**src/rtl/ctm_pkg.sv**
```systemverilog
// Package: shared types for the capture timer.
// Assumes the control byte layout below is fixed; its bits are decoded in ctm_counter.
package ctm_pkg;

    typedef enum logic [1:0] {
        MODE_TIMER  = 2'b00,
        MODE_PERIOD = 2'b01,
        MODE_EVENT  = 2'b10,
        MODE_PULSE  = 2'b11
    } ctm_mode_e;

    // Control byte, MSB first: bit5 src_sub, bit4 latch_only, bit3 stop, bit2 pol_fall, bits1:0 mode
    typedef struct packed {
        logic      src_sub;
        logic      latch_only;
        logic      stop;
        logic      pol_fall;
        ctm_mode_e mode;
    } ctm_ctrl_t;

    localparam int CTRL_W = 6;

endpackage

```
**src/rtl/ctm_edge_sync.sv**
```systemverilog
// Module: ctm_edge_sync
// Brings an asynchronous pin into the clock domain through a chain of STAGES
// flip-flops, then flags single-cycle rising and falling edges.
// Assumes the pin is low during reset.
module ctm_edge_sync #(
    parameter int STAGES = 2
) (
    input  logic clk,
    input  logic rst_n,
    input  logic pin,
    output logic rise,
    output logic fall
);
    logic [STAGES-1:0] sync_q;
    logic              prev_q;

    // Synchronizer chain plus one stage for edge history.
    always_ff @(posedge clk) begin
        if (!rst_n) begin
            sync_q <= '0;
            prev_q <= 1'b0;
        end else begin
            sync_q <= {sync_q[STAGES-2:0], pin};
            prev_q <= sync_q[STAGES-1];
        end
    end

    // Edge flags from the last synchronized stage against its history.
    assign rise = sync_q[STAGES-1] & ~prev_q;
    assign fall = ~sync_q[STAGES-1] & prev_q;

endmodule

```
**src/rtl/ctm_counter.sv**
```systemverilog
// Module: ctm_counter
// Down-counter, reload value, capture hold and both interrupt pulses.
// Assumes byte strobes are single-cycle. Priority on the counter: byte write >
// measurement reload > counting step. Stop halts counting steps only.
module ctm_counter
    import ctm_pkg::*;
#(
    parameter int BYTE_W = 8,
    localparam int CNT_W = 2 * BYTE_W
) (
    input  logic              clk,
    input  logic              rst_n,
    input  ctm_ctrl_t         ctrl,
    input  logic              tick_div,
    input  logic              tick_sub,
    input  logic              rise,
    input  logic              fall,
    input  logic              wr_lo,
    input  logic              wr_hi,
    input  logic              rd_hi,
    input  logic [BYTE_W-1:0] wdata,
    output logic [CNT_W-1:0]  view,
    output logic              irq_uflow,
    output logic              irq_edge
);
    logic [CNT_W-1:0] cnt_q, reload_q, cap_q;
    logic             hold_q;
    logic             sel_tick, pol_edge, step, meas;

    // Choose count source and polarity-qualified edge.
    assign sel_tick = ctrl.src_sub ? tick_sub : tick_div;
    assign pol_edge = ctrl.pol_fall ? fall : rise;

    // Decode counting step and measurement event from the mode.
    always_comb begin
        step = 1'b0;
        meas = 1'b0;
        case (ctrl.mode)
            MODE_TIMER:  step = sel_tick;
            MODE_PERIOD: begin step = sel_tick; meas = pol_edge; end
            MODE_EVENT:  step = pol_edge;
            MODE_PULSE:  begin step = sel_tick; meas = rise | fall; end
            default:     step = 1'b0;
        endcase
        if (ctrl.stop) step = 1'b0;
    end

    // Reload value: byte writes always land here.
    always_ff @(posedge clk) begin
        if (!rst_n) begin
            reload_q <= '1;
        end else begin
            if (wr_lo) reload_q[BYTE_W-1:0]     <= wdata;
            if (wr_hi) reload_q[CNT_W-1:BYTE_W] <= wdata;
        end
    end

    // Counter: reload on measurement, step or wrap, then optional write-through.
    always_ff @(posedge clk) begin
        if (!rst_n) begin
            cnt_q     <= '1;
            irq_uflow <= 1'b0;
        end else begin
            irq_uflow <= 1'b0;
            if (meas) begin
                cnt_q <= reload_q;
            end else if (step) begin
                if (cnt_q == '0) begin
                    cnt_q     <= reload_q;
                    irq_uflow <= 1'b1;
                end else begin
                    cnt_q <= cnt_q - 1'b1;
                end
            end
            if (wr_lo && !ctrl.latch_only) cnt_q[BYTE_W-1:0]     <= wdata;
            if (wr_hi && !ctrl.latch_only) cnt_q[CNT_W-1:BYTE_W] <= wdata;
        end
    end

    // Capture the pre-reload count and hold it until the high byte is read.
    always_ff @(posedge clk) begin
        if (!rst_n) begin
            cap_q  <= '0;
            hold_q <= 1'b0;
        end else if (meas) begin
            cap_q  <= cnt_q;
            hold_q <= 1'b1;
        end else if (rd_hi) begin
            hold_q <= 1'b0;
        end
    end

    // Edge interrupt pulse, one cycle per measurement event.
    always_ff @(posedge clk) begin
        if (!rst_n) irq_edge <= 1'b0;
        else        irq_edge <= meas;
    end

    // Read view: held capture while pending, live count otherwise.
    assign view = hold_q ? cap_q : cnt_q;

    p_uflow_reload_r4: assert property (@(posedge clk) disable iff (!rst_n)
        (irq_uflow && !$past(wr_lo || wr_hi)) |-> (cnt_q == reload_q));

    p_stop_holds_r5: assert property (@(posedge clk) disable iff (!rst_n)
        ($past(ctrl.stop) && !$past(meas) && !$past(wr_lo || wr_hi)) |-> (cnt_q == $past(cnt_q)));

    p_edge_irq_mode_r6: assert property (@(posedge clk) disable iff (!rst_n)
        irq_edge |-> ($past(ctrl.mode) == MODE_PERIOD || $past(ctrl.mode) == MODE_PULSE));

    p_hold_kept_r7: assert property (@(posedge clk) disable iff (!rst_n)
        (hold_q && !meas && !rd_hi) |=> (hold_q && $stable(cap_q)));

    p_event_ignores_tick_r8: assert property (@(posedge clk) disable iff (!rst_n)
        (ctrl.mode == MODE_EVENT && !pol_edge && !wr_lo && !wr_hi) |=> $stable(cnt_q));

endmodule

```
**src/rtl/ctm_busif.sv**
```systemverilog
// Module: ctm_busif
// Byte register port: control register, write/read strobes, registered read
// data and the high-byte shadow. Assumes one access per cycle, reads
// take priority only in that they never alter registers other than the shadow.
module ctm_busif
    import ctm_pkg::*;
#(
    parameter int BYTE_W = 8,
    localparam int CNT_W = 2 * BYTE_W
) (
    input  logic              clk,
    input  logic              rst_n,
    input  logic              wr_en,
    input  logic              rd_en,
    input  logic [1:0]        addr,
    input  logic [BYTE_W-1:0] wdata,
    input  logic [CNT_W-1:0]  view,
    output ctm_ctrl_t         ctrl,
    output logic              wr_lo,
    output logic              wr_hi,
    output logic              rd_hi,
    output logic [BYTE_W-1:0] rdata
);
    logic [BYTE_W-1:0] shadow_q;
    logic              rd_lo;

    // Address decode into single-cycle strobes.
    assign wr_lo = wr_en && addr == 2'd1;
    assign wr_hi = wr_en && addr == 2'd2;
    assign rd_lo = rd_en && addr == 2'd1;
    assign rd_hi = rd_en && addr == 2'd2;

    // Control register.
    always_ff @(posedge clk) begin
        if (!rst_n)                     ctrl <= '0;
        else if (wr_en && addr == 2'd0) ctrl <= ctm_ctrl_t'(wdata[CTRL_W-1:0]);
    end

    // High-byte shadow taken on the low-byte read.
    always_ff @(posedge clk) begin
        if (!rst_n)     shadow_q <= '0;
        else if (rd_lo) shadow_q <= view[CNT_W-1:BYTE_W];
    end

    // Registered read data.
    always_ff @(posedge clk) begin
        if (!rst_n) begin
            rdata <= '0;
        end else if (rd_en) begin
            case (addr)
                2'd0:    rdata <= BYTE_W'(ctrl);
                2'd1:    rdata <= view[BYTE_W-1:0];
                2'd2:    rdata <= shadow_q;
                default: rdata <= '0;
            endcase
        end
    end

    p_shadow_coherent_r10: assert property (@(posedge clk) disable iff (!rst_n)
        $past(rd_lo) |-> (shadow_q == $past(view[CNT_W-1:BYTE_W])));

endmodule

```
**src/rtl/capture_timer16.sv**
```systemverilog
// Module: capture_timer16
// Top of the multi-mode capture timer: pin synchronizer, register port and
// counting core. Assumes tick inputs are one-cycle pulses in the clk domain.
module capture_timer16 #(
    parameter int BYTE_W      = 8,
    parameter int SYNC_STAGES = 2
) (
    input  logic              clk,
    input  logic              rst_n,
    input  logic              tick_div,
    input  logic              tick_sub,
    input  logic              ext_in,
    input  logic              wr_en,
    input  logic              rd_en,
    input  logic [1:0]        addr,
    input  logic [BYTE_W-1:0] wdata,
    output logic [BYTE_W-1:0] rdata,
    output logic              irq_uflow,
    output logic              irq_edge
);
    localparam int CNT_W = 2 * BYTE_W;

    ctm_pkg::ctm_ctrl_t ctrl;
    logic               rise, fall, wr_lo, wr_hi, rd_hi;
    logic [CNT_W-1:0]   view;

    ctm_edge_sync #(.STAGES(SYNC_STAGES)) u_sync (
        .clk(clk), .rst_n(rst_n), .pin(ext_in), .rise(rise), .fall(fall)
    );

    ctm_busif #(.BYTE_W(BYTE_W)) u_bus (
        .clk(clk), .rst_n(rst_n), .wr_en(wr_en), .rd_en(rd_en), .addr(addr),
        .wdata(wdata), .view(view), .ctrl(ctrl), .wr_lo(wr_lo), .wr_hi(wr_hi),
        .rd_hi(rd_hi), .rdata(rdata)
    );

    ctm_counter #(.BYTE_W(BYTE_W)) u_cnt (
        .clk(clk), .rst_n(rst_n), .ctrl(ctrl), .tick_div(tick_div),
        .tick_sub(tick_sub), .rise(rise), .fall(fall), .wr_lo(wr_lo),
        .wr_hi(wr_hi), .rd_hi(rd_hi), .wdata(wdata), .view(view),
        .irq_uflow(irq_uflow), .irq_edge(irq_edge)
    );

endmodule

```
**config.mk**
```make
export PLATFORM = sky130hd
export DESIGN_NAME = capture_timer16
export DESIGN_NICKNAME = d
export VERILOG_FILES = /design/src/rtl/ctm_pkg.sv /design/src/rtl/ctm_edge_sync.sv /design/src/rtl/ctm_counter.sv /design/src/rtl/ctm_busif.sv /design/src/rtl/capture_timer16.sv
export SDC_FILE = /design/constraint.sdc
export NUM_CORES = 1
export LEC_CHECK = 0
export ABC_AREA = 1
export CELL_PAD_IN_SITES_DETAIL_PLACEMENT = 0
export CELL_PAD_IN_SITES_GLOBAL_PLACEMENT = 2
export CORE_MARGIN = 2
export CORE_UTILIZATION = 34
export CTS_CLUSTER_SIZE = 16
export DETAILED_ROUTE_END_ITERATION = 10
export GPL_TIMING_DRIVEN = 0
export PLACE_DENSITY_LB_ADDON = 0.2
export SETUP_SLACK_MARGIN = 0.2
export SLEW_MARGIN = 20
export SYNTH_ARGS = -nofsm -noshare
export SYNTH_HDL_FRONTEND = slang
export SYNTH_SLANG_ARGS = --single-unit
```
**constraint.sdc**
```tcl
create_clock -name clk -period 1.8 [get_ports clk]
set_input_delay 0.18 -clock clk [delete_from_list [all_inputs] [get_ports clk]]
set_output_delay 0.18 -clock clk [all_outputs]
set_load 0.01 [all_outputs]
```
==> key figures, run 1 <==
Worst setup path
  – FF-to-FF path depth: 9
  – CP max FO: 8
  – CP Data Required Time: 2.03 ns
  – Critical path arrival: 1.84 ns
  – Worst flop-to-flop path startpoint: u_sync.sync_q[1]$_SDFF_PN0_
  – Setup CP Type: register to register
  – Crit. End Element: register
  – Critical path launch point: u_sync.sync_q[1]$_SDFF_PN0_
  – Crit start category: register

Detailed routing
  – DR pass1 iterations: 4
  – Post-Route WL: 12.4 mm
  – Via density per instance: 4.91
  – Drc violations: 0
  – Final ANT Viol Nets: 0
  – Iteration-0 DRC Markers: 210
  – DR WL/cell: 16.2 um
  – Routed via count: 3765

Yosys
  – Yosys top cell area share: 0.380
  – Synth async-reset ratio: 0
  – Most instantiated cells after synthesis: nand2_1, dfxtp_1, nand3_1
  – Post-Syn Area: 0.00400 mm2
  – Syn nets: 583
  – Number of synthesized flops with an enable pin: 0
  – Mean Syn Cell Area: 7.12 um2
  – Sequential area share after synthesis: 0.380
  – Dominant synthesized flop cell: dfxtp_1
  – Most common cell in the netlist: nand2_1
  – Synth warnings: 0
  – Main area contributors after synthesis: dfxtp_1, nand2_1, nand3_1
  – Synth cell types: 40
  – Post-Syn Instances: 562
  – Synth Register Bits: 76
  – Yosys top cell by area: dfxtp_1

Timing
  – FMAX: 0.623 GHz
  – Worst-Margin Slew: 0.879 ns
  – RSZ-0062 raised after global routing: yes
  – Min Tclk post-route: 1.61 ns
  – Worst slew margin: 0.414
  – Fin. Hold Viols: 0
  – Final setup viols: 0
  – Fin crit share: 0.892
  – Hold slack: 0.218 ns
  – Slew Viols, Final: 0
  – Clk_skew: 0.0115 ns

Place
  – GPL Wtd Cong: 0.802
  – Placed Cells: 730
  – Post-detail-place hpwl: 8.97 mm
  – IO Port Bufs: 25

Die
  – Die Area: 0.0126 mm2
  – I/O pins: 27
  – Core area: 0.0115 mm2
  – Die Wd: 112 um
  – Chip height: 112 um
  – Site Rows: 39
  – Initial Util: 0.349

Power and ir drop
  – Total power draw: 4.42 mW
  – Cell area power density: 841 mW/mm2
  – Leak: 2.30 nW
  – Max VDD drop: 0.000407 V

Clock network
  – Skew-Pair Late Insertion Delay: 0.34 ns
  – Reg clk slew, reported paths: 0.06 ns
  – TritonCTS clock tree: built
  – CTS Buffer Depth: 2
  – H-tree lvl count: 3
  – Cts hold-fix bufs: 0
  – CTS Buf Count: 9
  – Clock tree sinks: 76
  – Root Buffer Master: clkbuf_16

Layout
  – Number of nets in the layout: 642
  – Antenna diodes: 0
  – Share of layout cells above drive strength 1: 0.229
  – Finished Layout Cells: 767
  – Area Overhead vs Synth: 31.4%

Run
  – Max_cap viols: 0

Hold path
  – Hold wc startpoint: wr_en
  – Min-Delay Path Class: input pin to register
  – Hold path depth: 3

GRT
  – Congestion Overflow GR: 0
  – Largest net degree at the start of global routing: 12
  – Vias in the first global route: 3407
  – All-Layer GR Usage: 0.196
  – First-pass GRT wire length: 19.0 mm
  – Antenna violations before repair: 0

Outcome
  – Status: complete, no violations
==> critical path, stage by stage, from the launching register on <==
cell,delay (ns)
dfxtp_4,0.36
ha_4,0.24
a21oi_4,0.20
nand2_8,0.12
buf_6,0.14
buf_8,0.13
nand3_1,0.10
nand3_1,0.08
nand2_1,0.07
nand2_1,0.05
==> state kept, by name, indices dropped and copies added, names as in the netlist <==
register	flops
u_cnt.hold_q	1
u_sync.prev_q	1
u_bus.shadow_q	8
u_cnt.irq_uflow	1
u_cnt.cap_q	16
u_bus.rdata	8
u_bus.ctrl	6
u_cnt.reload_q	16
u_sync.sync_q	2
u_cnt.irq_edge	1
u_cnt.cnt_q	16
==> cell families after synthesis <==
group                      count (synthesis)  synth area share
and+or+nand+nor                          291             0.350
DFF                                       76             0.380
xor gates and xnor gates                   8            0.0175
buffers and inverters                     95             0.104
AOI/OAI and AO/OA                         88             0.136
adders and majority gates                  4            0.0125
==> metrics by stage <==
step | worst slack, ns | setup TNS (ns) | utilization | area [um2]
floorplan | 0.260 | 0 | - | 4000
global placement | -0.0398 | -0.225 | 0.386 | 4430
detailed placement | -0.0669 | -0.460 | 0.386 | 4430
CTS | 0.183 | 0 | 0.413 | 4730
global route | 0.122 | 0 | 0.458 | 5260
finish | 0.194 | 0 | 0.458 | 5260
==> cell type report <==
cell class | count | area [um2]
Buffer | 20 | 160
Clock buffer | 12 | 246
Clock inverter | 2 | 12.5
Fill cell | 1167 | 6210
Inverter | 75 | 295
Multi-Input combinational cell | 391 | 2340
Sequential cell | 76 | 1530
Tap cell | 143 | 179
Timing Repair Buffer | 48 | 492
==> path summary, 6_finish.rpt <==
check        slack (ns)                     endpoint
max                0.19  u_cnt.cnt_q[4]$_SDFFE_PN1P_
min                0.22   u_bus.ctrl[3]$_SDFFE_PN0P_
max reg2reg        0.19  u_cnt.cnt_q[4]$_SDFFE_PN1P_
min reg2reg        0.41  u_sync.sync_q[1]$_SDFF_PN0_
==> cells in the final DEF (no fill, tap or decap), types with 15 or more instances in the layout <==
| cell type | count |
|---|---|
| nor2_1 | 36 |
| o21ai_0 | 17 |
| nand2_1 | 138 |
| nand2_2 | 15 |
| nand3_1 | 45 |
| dfxtp_1 | 74 |
| nand3_2 | 23 |
| inv_1 | 59 |
| clkdlybuf4s50_1 | 25 |
| a21oi_1 | 17 |
==> report_power, final <==
part | total [mW] | switching [mW] | internal (mW)
logic | 0.847 | 0.502 | 0.345
registers | 1.92 | 0.132 | 1.79
clock network | 1.65 | 0.697 | 0.955
total | 4.42 | 1.33 | 3.09
==> metal layers <==
metal	track usage	part of all wire	wire, um
met5	0	0	0
met1	0.278	0.49	6040
met3	0.0302	0.031	380
met4	0.0813	0.019	231
met2	0.298	0.47	5790
==> repair_timing <==
item,4_1_cts,5_1_grt
pin swaps,2,25
setup buffers,1,19
gates cloned,0,3
endpoints found under the setup margin,29,44
gates resized for setup,9,87
Power figures use the tool's default switching activity.
==> run 2: changes to the inputs <==
- CELL_PAD_IN_SITES_DETAIL_PLACEMENT: 0 -> 2
==> key figures, run 2 (synthesis results as in run 1) <==
Clock network
  – CTS Buf Count: 9 (unchanged)
  – Clock tree sinks: 76 (unchanged)
  – TritonCTS clock tree: built (unchanged)
  – Root Buffer Master: clkbuf_16 (unchanged)
  – Reg clk slew, reported paths: 0.06 ns (about the same)
  – CTS Buffer Depth: 2 (unchanged)
  – Cts hold-fix bufs: 0 (unchanged)
  – H-tree lvl count: 3 (unchanged)
  – Skew-Pair Late Insertion Delay: 0.35 ns (was 0.34 ns)

GRT
  – Vias in the first global route: 4370 (was 3407)
  – Congestion Overflow GR: 0 (unchanged)
  – All-Layer GR Usage: 0.237 (was 0.196)
  – Antenna violations before repair: 0 (unchanged)
  – Largest net degree at the start of global routing: 12 (unchanged)
  – First-pass GRT wire length: 23.5 mm (was 19.0 mm)

Detailed routing
  – Via density per instance: 5.39 (was 4.91)
  – DR WL/cell: 21.6 um (was 16.2 um)
  – Iteration-0 DRC Markers: 205 (was 210)
  – M1 WL: 7.17 mm (was 6.04 mm)
  – Final ANT Viol Nets: 0 (unchanged)
  – Routed via count: 4108 (was 3765)
  – WL met3: 374 um (was 380 um)
  – DR pass1 iterations: 5 (was 4)
  – Top sig layer: met4 (unchanged)
  – Drc violations: 0 (unchanged)
  – Met2 wire length: 8.35 mm (was 5.79 mm)
  – Post-Route WL: 16.5 mm (was 12.4 mm)

Worst setup path
  – WP buf/inv: 3 (was 2)
  – CP top delay family: simple AND/OR/NAND/NOR gates (unchanged)
  – Reg-to-reg endpoint: u_cnt.cnt_q[6]$_SDFFE_PN1P_ (was u_cnt.cnt_q[4]$_SDFFE_PN1P_)
  – Slowest CP cell: dfxtp_4 (unchanged)
  – Crit start category: register (unchanged)
  – CP max stage delay: 0.36 ns (about the same)
  – CP Data Required Time: 2.04 ns (was 2.03 ns)
  – Worst flop-to-flop path startpoint: u_sync.prev_q$_SDFF_PN0_ (was u_sync.sync_q[1]$_SDFF_PN0_)
  – FF-to-FF path depth: 10 (was 9)
  – CP max FO: 10 (was 8)
  – Crit. End Element: register (unchanged)
  – Most frequent CP cell: nand3_1
  – Cell breakdown of the critical path: inv_4, ha_4, nand2_4, nand4_1, nand3b_4, buf_8, nand3_1, nand3_1, inv_1, nand2_1 (was ha_4, a21oi_4, nand2_8, buf_6, buf_8, nand3_1, nand3_1, nand2_1, nand2_1)
  – Flop-to-flop setup slack: 0.11 ns (was 0.19 ns)
  – Critical path arrival: 1.92 ns (was 1.84 ns)
  – Setup CP Type: register to register (unchanged)

Die
  – Core area: 0.0115 mm2 (unchanged)
  – Site Rows: 39 (unchanged)
  – Initial Util: 0.349 (unchanged)
  – I/O pins: 27 (unchanged)
  – Die Area: 0.0126 mm2 (unchanged)
  – Chip height: 112 um (unchanged)
  – Die Wd: 112 um (unchanged)

Power and ir drop
  – Max VDD drop: 0.000563 V (was 0.000407 V)
  – Leak: 2.29 nW (was 2.30 nW)
  – Cell area power density: 906 mW/mm2 (was 841 mW/mm2)

Place
  – GPL Wtd Cong: 0.802 (unchanged)
  – Post-DP Area: 0.00443 mm2 (unchanged)
  – Post-detail-place hpwl: 10.5 mm (was 8.97 mm)
  – IO Port Bufs: 25 (unchanged)

Timing
  – Worst-Margin Slew: 0.582 ns (was 0.879 ns)
  – Worst slew margin: 0.612 (was 0.414)
  – Final setup viols: 0 (unchanged)
  – Fin crit share: 0.937 (was 0.892)
  – Clk_skew: 0.00977 ns (was 0.0115 ns)
  – Hold slack: 0.251 ns (was 0.218 ns)
  – Fin. Hold Viols: 0 (unchanged)
  – FMAX: 0.593 GHz (was 0.623 GHz)
  – Min Tclk post-route: 1.69 ns (was 1.61 ns)
  – RSZ-0062 raised after global routing: yes (unchanged)
  – Slew Viols, Final: 0 (unchanged)

Hold path
  – Hold path depth: 3 (unchanged)
  – Min-Delay Path Class: input pin to register (unchanged)
  – Hold wc startpoint: wr_en (unchanged)
  – Hold Crit Endpoint: u_bus.ctrl[4]$_SDFFE_PN0P_ (was u_bus.ctrl[3]$_SDFFE_PN0P_)

Layout
  – Antenna diodes: 0 (unchanged)
  – Area Overhead vs Synth: 29.6% (was 31.4%)
  – Multi-input gate area: 0.00231 mm2 (was 0.00234 mm2)
  – Most frequent cells in the layout: nand2_1, dfxtp_1, inv_1, nand3_1, nor2_1 (was nand2_1, dfxtp_1, inv_1)
  – Largest regs: u_cnt.cap_q x16, u_cnt.cnt_q x16, u_cnt.reload_q x16 (unchanged)
  – Commonest non-fill, non-tap cell in the layout: nand2_1 (unchanged)
  – Number of nets in the layout: 636 (was 642)
  – Design area: 0.00518 mm2 (was 0.00526 mm2)
  – Share of layout cells above drive strength 1: 0.204 (was 0.229)
  – Fill count: 1317 (was 1167)
  – Register area: 0.00153 mm2 (about the same)

Outcome
  – Status: complete, no violations (unchanged)

Run
  – Max_cap viols: 0 (unchanged)
-- run 2: changes by cell type in the layout (fill, tap and decap cells not counted), sizes merged --
cell,previous run,this run
clkinv,4,3
buf,36,29
clkbuf,19,20
bufinv,0,1
dlymetal6s2s,0,2
clkdlybuf4s50,25,23
nor2,54,55
-- run 2: worst max path at each step --
stage,startpoint,end,slack (ns),depth (start not counted)
global route,u_sync.prev_q$_SDFF_PN0_,u_cnt.cnt_q[4]$_SDFFE_PN1P_,0.07,11
detailed placement,addr[1],u_bus.ctrl[1]$_SDFFE_PN0P_,-0.12,5
global placement,addr[1],u_bus.shadow_q[7]$_SDFFE_PN0P_,-0.04,7
finish,u_sync.prev_q$_SDFF_PN0_,u_cnt.cnt_q[6]$_SDFFE_PN1P_,0.11,10
floorplan,u_sync.prev_q$_SDFF_PN0_,u_cnt.cap_q[5]$_SDFFE_PN0P_,0.26,8
CTS,u_sync.sync_q[1]$_SDFF_PN0_,u_cnt.cnt_q[4]$_SDFFE_PN1P_,0.20,11
-- run 2: area by class of cell --
class | count | area share
clock inverters | 2 | 0.00676
repair buffers | 41 | 0.0797
clock buffers | 13 | 0.0483
plain buffers | 20 | 0.0297
multi-input cells | 392 | 0.446
inverters | 75 | 0.0596
flip-flops and latches | 76 | 0.296
well taps | 143 | 0.0345
-- run 2: report_power, final --
group          switching [mW]  leakage, nW  internal, mW
registers               0.151        0.623          1.79
clock network           0.734        0.140          1.10
logic                   0.581         1.53         0.332
-- run 2: worst reg2reg max path, stage by stage, from the launching register on --
cell	delay [ns]
dfxtp_4	0.36
inv_4	0.06
ha_4	0.13
nand2_4	0.06
nand4_1	0.15
nand3b_4	0.19
buf_8	0.20
nand3_1	0.11
nand3_1	0.10
inv_1	0.14
nand2_1	0.08
-- run 2: metal layers --
layer  vias up  track usage
met3        36       0.0313
met4         0       0.0894
met1      2047        0.307
met5         -            0
met2        79        0.404
li1       1946            -
-- run 2: timing repair --
action                     4_1_cts  5_1_grt
resized for setup               24       59
setup endpoints to repair       33       45
pin swaps                        6       18
buffers inserted                 1       13
cloned                           2        1
-- run 2: stage by stage --
step / setup TNS (ns) / worst slack (ns) / instances / utilization / total power, mW
after detailed placement: -1.29 / -0.122 / 730 / 0.386 / 2.68
after floorplan: 0 / 0.260 / 562 / - / 2.39
final: 0 / 0.113 / 762 / 0.452 / 4.69
after global routing: 0 / 0.0716 / 762 / 0.452 / 4.88
after CTS: 0 / 0.202 / 748 / 0.422 / 4.54
after global placement: -0.225 / -0.0398 / 730 / 0.386 / 2.64
==> run 3: changes to the inputs <==
- PLACE_DENSITY: default -> 0.83
- PLACE_DENSITY_LB_ADDON: 0.2 -> default
==> key figures, run 3 (synthesis results as in run 1) <==
Outcome
  – Status: finished with violations (was complete, no violations)
  – Failing checks: negative setup slack

Clock network
  – H-tree lvl count: 3 (unchanged)
  – Cts hold-fix bufs: 0 (unchanged)
  – Clock tree sinks: 76 (unchanged)
  – TritonCTS clock tree: built (unchanged)
  – Root Buffer Master: clkbuf_16 (unchanged)
  – Reg clk slew, reported paths: 0.07 ns (was 0.06 ns)
  – Skew-Pair Late Insertion Delay: 0.35 ns (about the same)
  – CTS Buf Count: 9 (unchanged)
  – CTS Buffer Depth: 2 (unchanged)

Worst setup path
  – FF-to-FF path depth: 11 (was 10)
  – Worst flop-to-flop path startpoint: u_cnt.cnt_q[1]$_SDFFE_PN1P_ (was u_sync.prev_q$_SDFF_PN0_)
  – CP max FO: 5 (was 10)
  – Crit start category: register (unchanged)
  – Crit. End Element: register (unchanged)
  – Critical path launch point: u_cnt.cnt_q[1]$_SDFFE_PN1P_ (was u_sync.prev_q$_SDFF_PN0_)
  – CP Data Required Time: 2.09 ns (was 2.04 ns)
  – Critical Path Sink: u_cnt.cnt_q[11]$_SDFFE_PN1P_ (was u_cnt.cnt_q[6]$_SDFFE_PN1P_)
  – Flop-to-flop setup slack: -0.02 ns (was 0.11 ns)
  – Reg-to-reg endpoint: u_cnt.cnt_q[11]$_SDFFE_PN1P_ (was u_cnt.cnt_q[6]$_SDFFE_PN1P_)
  – Critical path arrival: 2.12 ns (was 1.92 ns)
  – Setup CP Type: register to register (unchanged)

Hold path
  – Min-Delay Path Class: input pin to register (unchanged)

Place
  – IO Port Bufs: 25 (unchanged)
  – Worst slack, placed: -0.206 ns (was -0.122 ns)
  – Placed Cells: 730 (unchanged)
  – GPL Wtd Cong: 0.815 (was 0.802)
  – Post-detail-place hpwl: 10.7 mm (was 10.5 mm)

Timing
  – RSZ-0062 raised after global routing: yes (unchanged)
  – Clk_skew: 0.00898 ns (was 0.00977 ns)
  – Fin. Hold Viols: 0 (unchanged)
  – Setup TNS Final: -0.0239 ns (was 0 ns)
  – Final worst slack: -0.0239 ns (was 0.113 ns)
  – FMAX: 0.548 GHz (was 0.593 GHz)
  – Final setup viols: 1 (was 0)
  – Worst-Margin Slew: 0.587 ns (was 0.582 ns)
  – Min Tclk post-route: 1.82 ns (was 1.69 ns)
  – Worst slew margin: 0.608 (was 0.612)
  – Slew Viols, Final: 0 (unchanged)
  – Fin crit share: 1.01 (was 0.937)

Layout
  – Share of layout cells above drive strength 1: 0.221 (was 0.204)
  – Most frequent cells in the layout: nand2_1, dfxtp_1, inv_1 (was nand2_1, dfxtp_1, inv_1, nand3_1, nor2_1)
  – Antenna diodes: 0 (unchanged)
  – Fill count: 1287 (was 1317)
  – Register area: 0.00153 mm2 (unchanged)
  – Commonest non-fill, non-tap cell in the layout: nand2_1 (unchanged)
  – Area Overhead vs Synth: 31.2% (was 29.6%)
  – Multi-input gate area: 0.00233 mm2 (was 0.00231 mm2)
  – Finished Layout Cells: 763 (was 762)
  – Number of nets in the layout: 636 (unchanged)
  – Largest regs: u_cnt.cap_q x16, u_cnt.cnt_q x16, u_cnt.reload_q x16 (unchanged)

Die
  – Site Rows: 39 (unchanged)
  – Core area: 0.0115 mm2 (unchanged)
  – I/O pins: 27 (unchanged)
  – Initial Util: 0.349 (unchanged)
  – Die Wd: 112 um (unchanged)
  – Die Area: 0.0126 mm2 (unchanged)
  – Chip height: 112 um (unchanged)

Detailed routing
  – Post-Route WL: 17.9 mm (was 16.5 mm)
  – Via density per instance: 5.47 (was 5.39)
  – DR WL/cell: 23.4 um (was 21.6 um)
  – Final ANT Viol Nets: 0 (unchanged)
  – Routed via count: 4175 (was 4108)
  – DR pass1 iterations: 4 (was 5)
  – Drc violations: 0 (unchanged)
  – Iteration-0 DRC Markers: 198 (was 205)

Run
  – Max_cap viols: 0 (unchanged)

GRT
  – All-Layer GR Usage: 0.258 (was 0.237)
  – First-pass GRT wire length: 25.1 mm (was 23.5 mm)
  – Vias in the first global route: 4467 (was 4370)
  – Largest net degree at the start of global routing: 14 (was 12)
  – Congestion Overflow GR: 0 (unchanged)
  – Antenna violations before repair: 0 (unchanged)

Power and ir drop
  – Leak: 2.33 nW (was 2.29 nW)
  – Max VDD drop: 0.00124 V (was 0.000563 V)
  – Total power draw: 4.98 mW (was 4.69 mW)
  – Cell area power density: 949 mW/mm2 (was 906 mW/mm2)
run 3: layout make-up:
class | instances | area share
Buffer | 20 | 0.0293
Clock inverter | 5 | 0.0160
Sequential cell | 76 | 0.292
Multi-Input combinational cell | 391 | 0.443
Timing Repair Buffer | 42 | 0.0825
Inverter | 75 | 0.0570
Clock buffer | 11 | 0.0462
Tap cell | 143 | 0.0341
run 3: worst min-delay path by stage:
stage               cells after the start                           to                         from  slack, ns
floorplan                               2  u_sync.sync_q[0]$_SDFF_PN0_                       ext_in       0.28
global placement                        2  u_sync.sync_q[1]$_SDFF_PN0_  u_sync.sync_q[0]$_SDFF_PN0_       0.39
detailed placement                      2  u_sync.sync_q[1]$_SDFF_PN0_  u_sync.sync_q[0]$_SDFF_PN0_       0.41
CTS                                     3   u_bus.ctrl[3]$_SDFFE_PN0P_                        wr_en       0.23
global route                            3   u_bus.ctrl[3]$_SDFFE_PN0P_                        wr_en       0.26
finish                                  3   u_bus.ctrl[3]$_SDFFE_PN0P_                        wr_en       0.23
run 3: timing repair:
action,4_1_cts,5_1_grt
setup buffers,6,10
cloned,1,0
endpoints found under the setup margin,39,36
pin swaps,15,12
gates resized for setup,43,44
run 3: where the power goes:
| part | internal (mW) | switching (mW) | total, mW |
|---|---|---|---|
| Sequential | 1.79 | 0.160 | 1.95 |
| Combinational | 0.350 | 0.624 | 0.974 |
| Clock | 1.26 | 0.797 | 2.06 |
run 3: routing by layer:
layer	track usage	part of all wire	wire length (um)	up-vias
li1	-	-	-	1939
met1	0.305	0.41	7290	2101
met2	0.469	0.52	9280	86
met3	0.0394	0.032	571	49
met4	0.0976	0.040	714	0
met5	0	0	0	-
run 3: worst max-delay path, stage by stage (launching register included):
cell and delay [ns]:
dfxtp_2 0.36, inv_4 0.09, ha_2 0.18, nand2_1 0.11, nor2_2 0.21, nand3_4 0.15
nand2_8 0.12, buf_2 0.20, nand2_1 0.08, nand2_1 0.08, nand2_1 0.08, nand2_1 0.09
run 3: through the flow:
step | hold WS (ns) | utilization | cell area (um2)
after floorplan | 0.278 | - | 4000
after global placement | 0.394 | 0.386 | 4430
after detailed placement | 0.407 | 0.386 | 4430
after CTS | 0.232 | 0.436 | 4990
after global routing | 0.261 | 0.458 | 5250
final | 0.229 | 0.458 | 5250
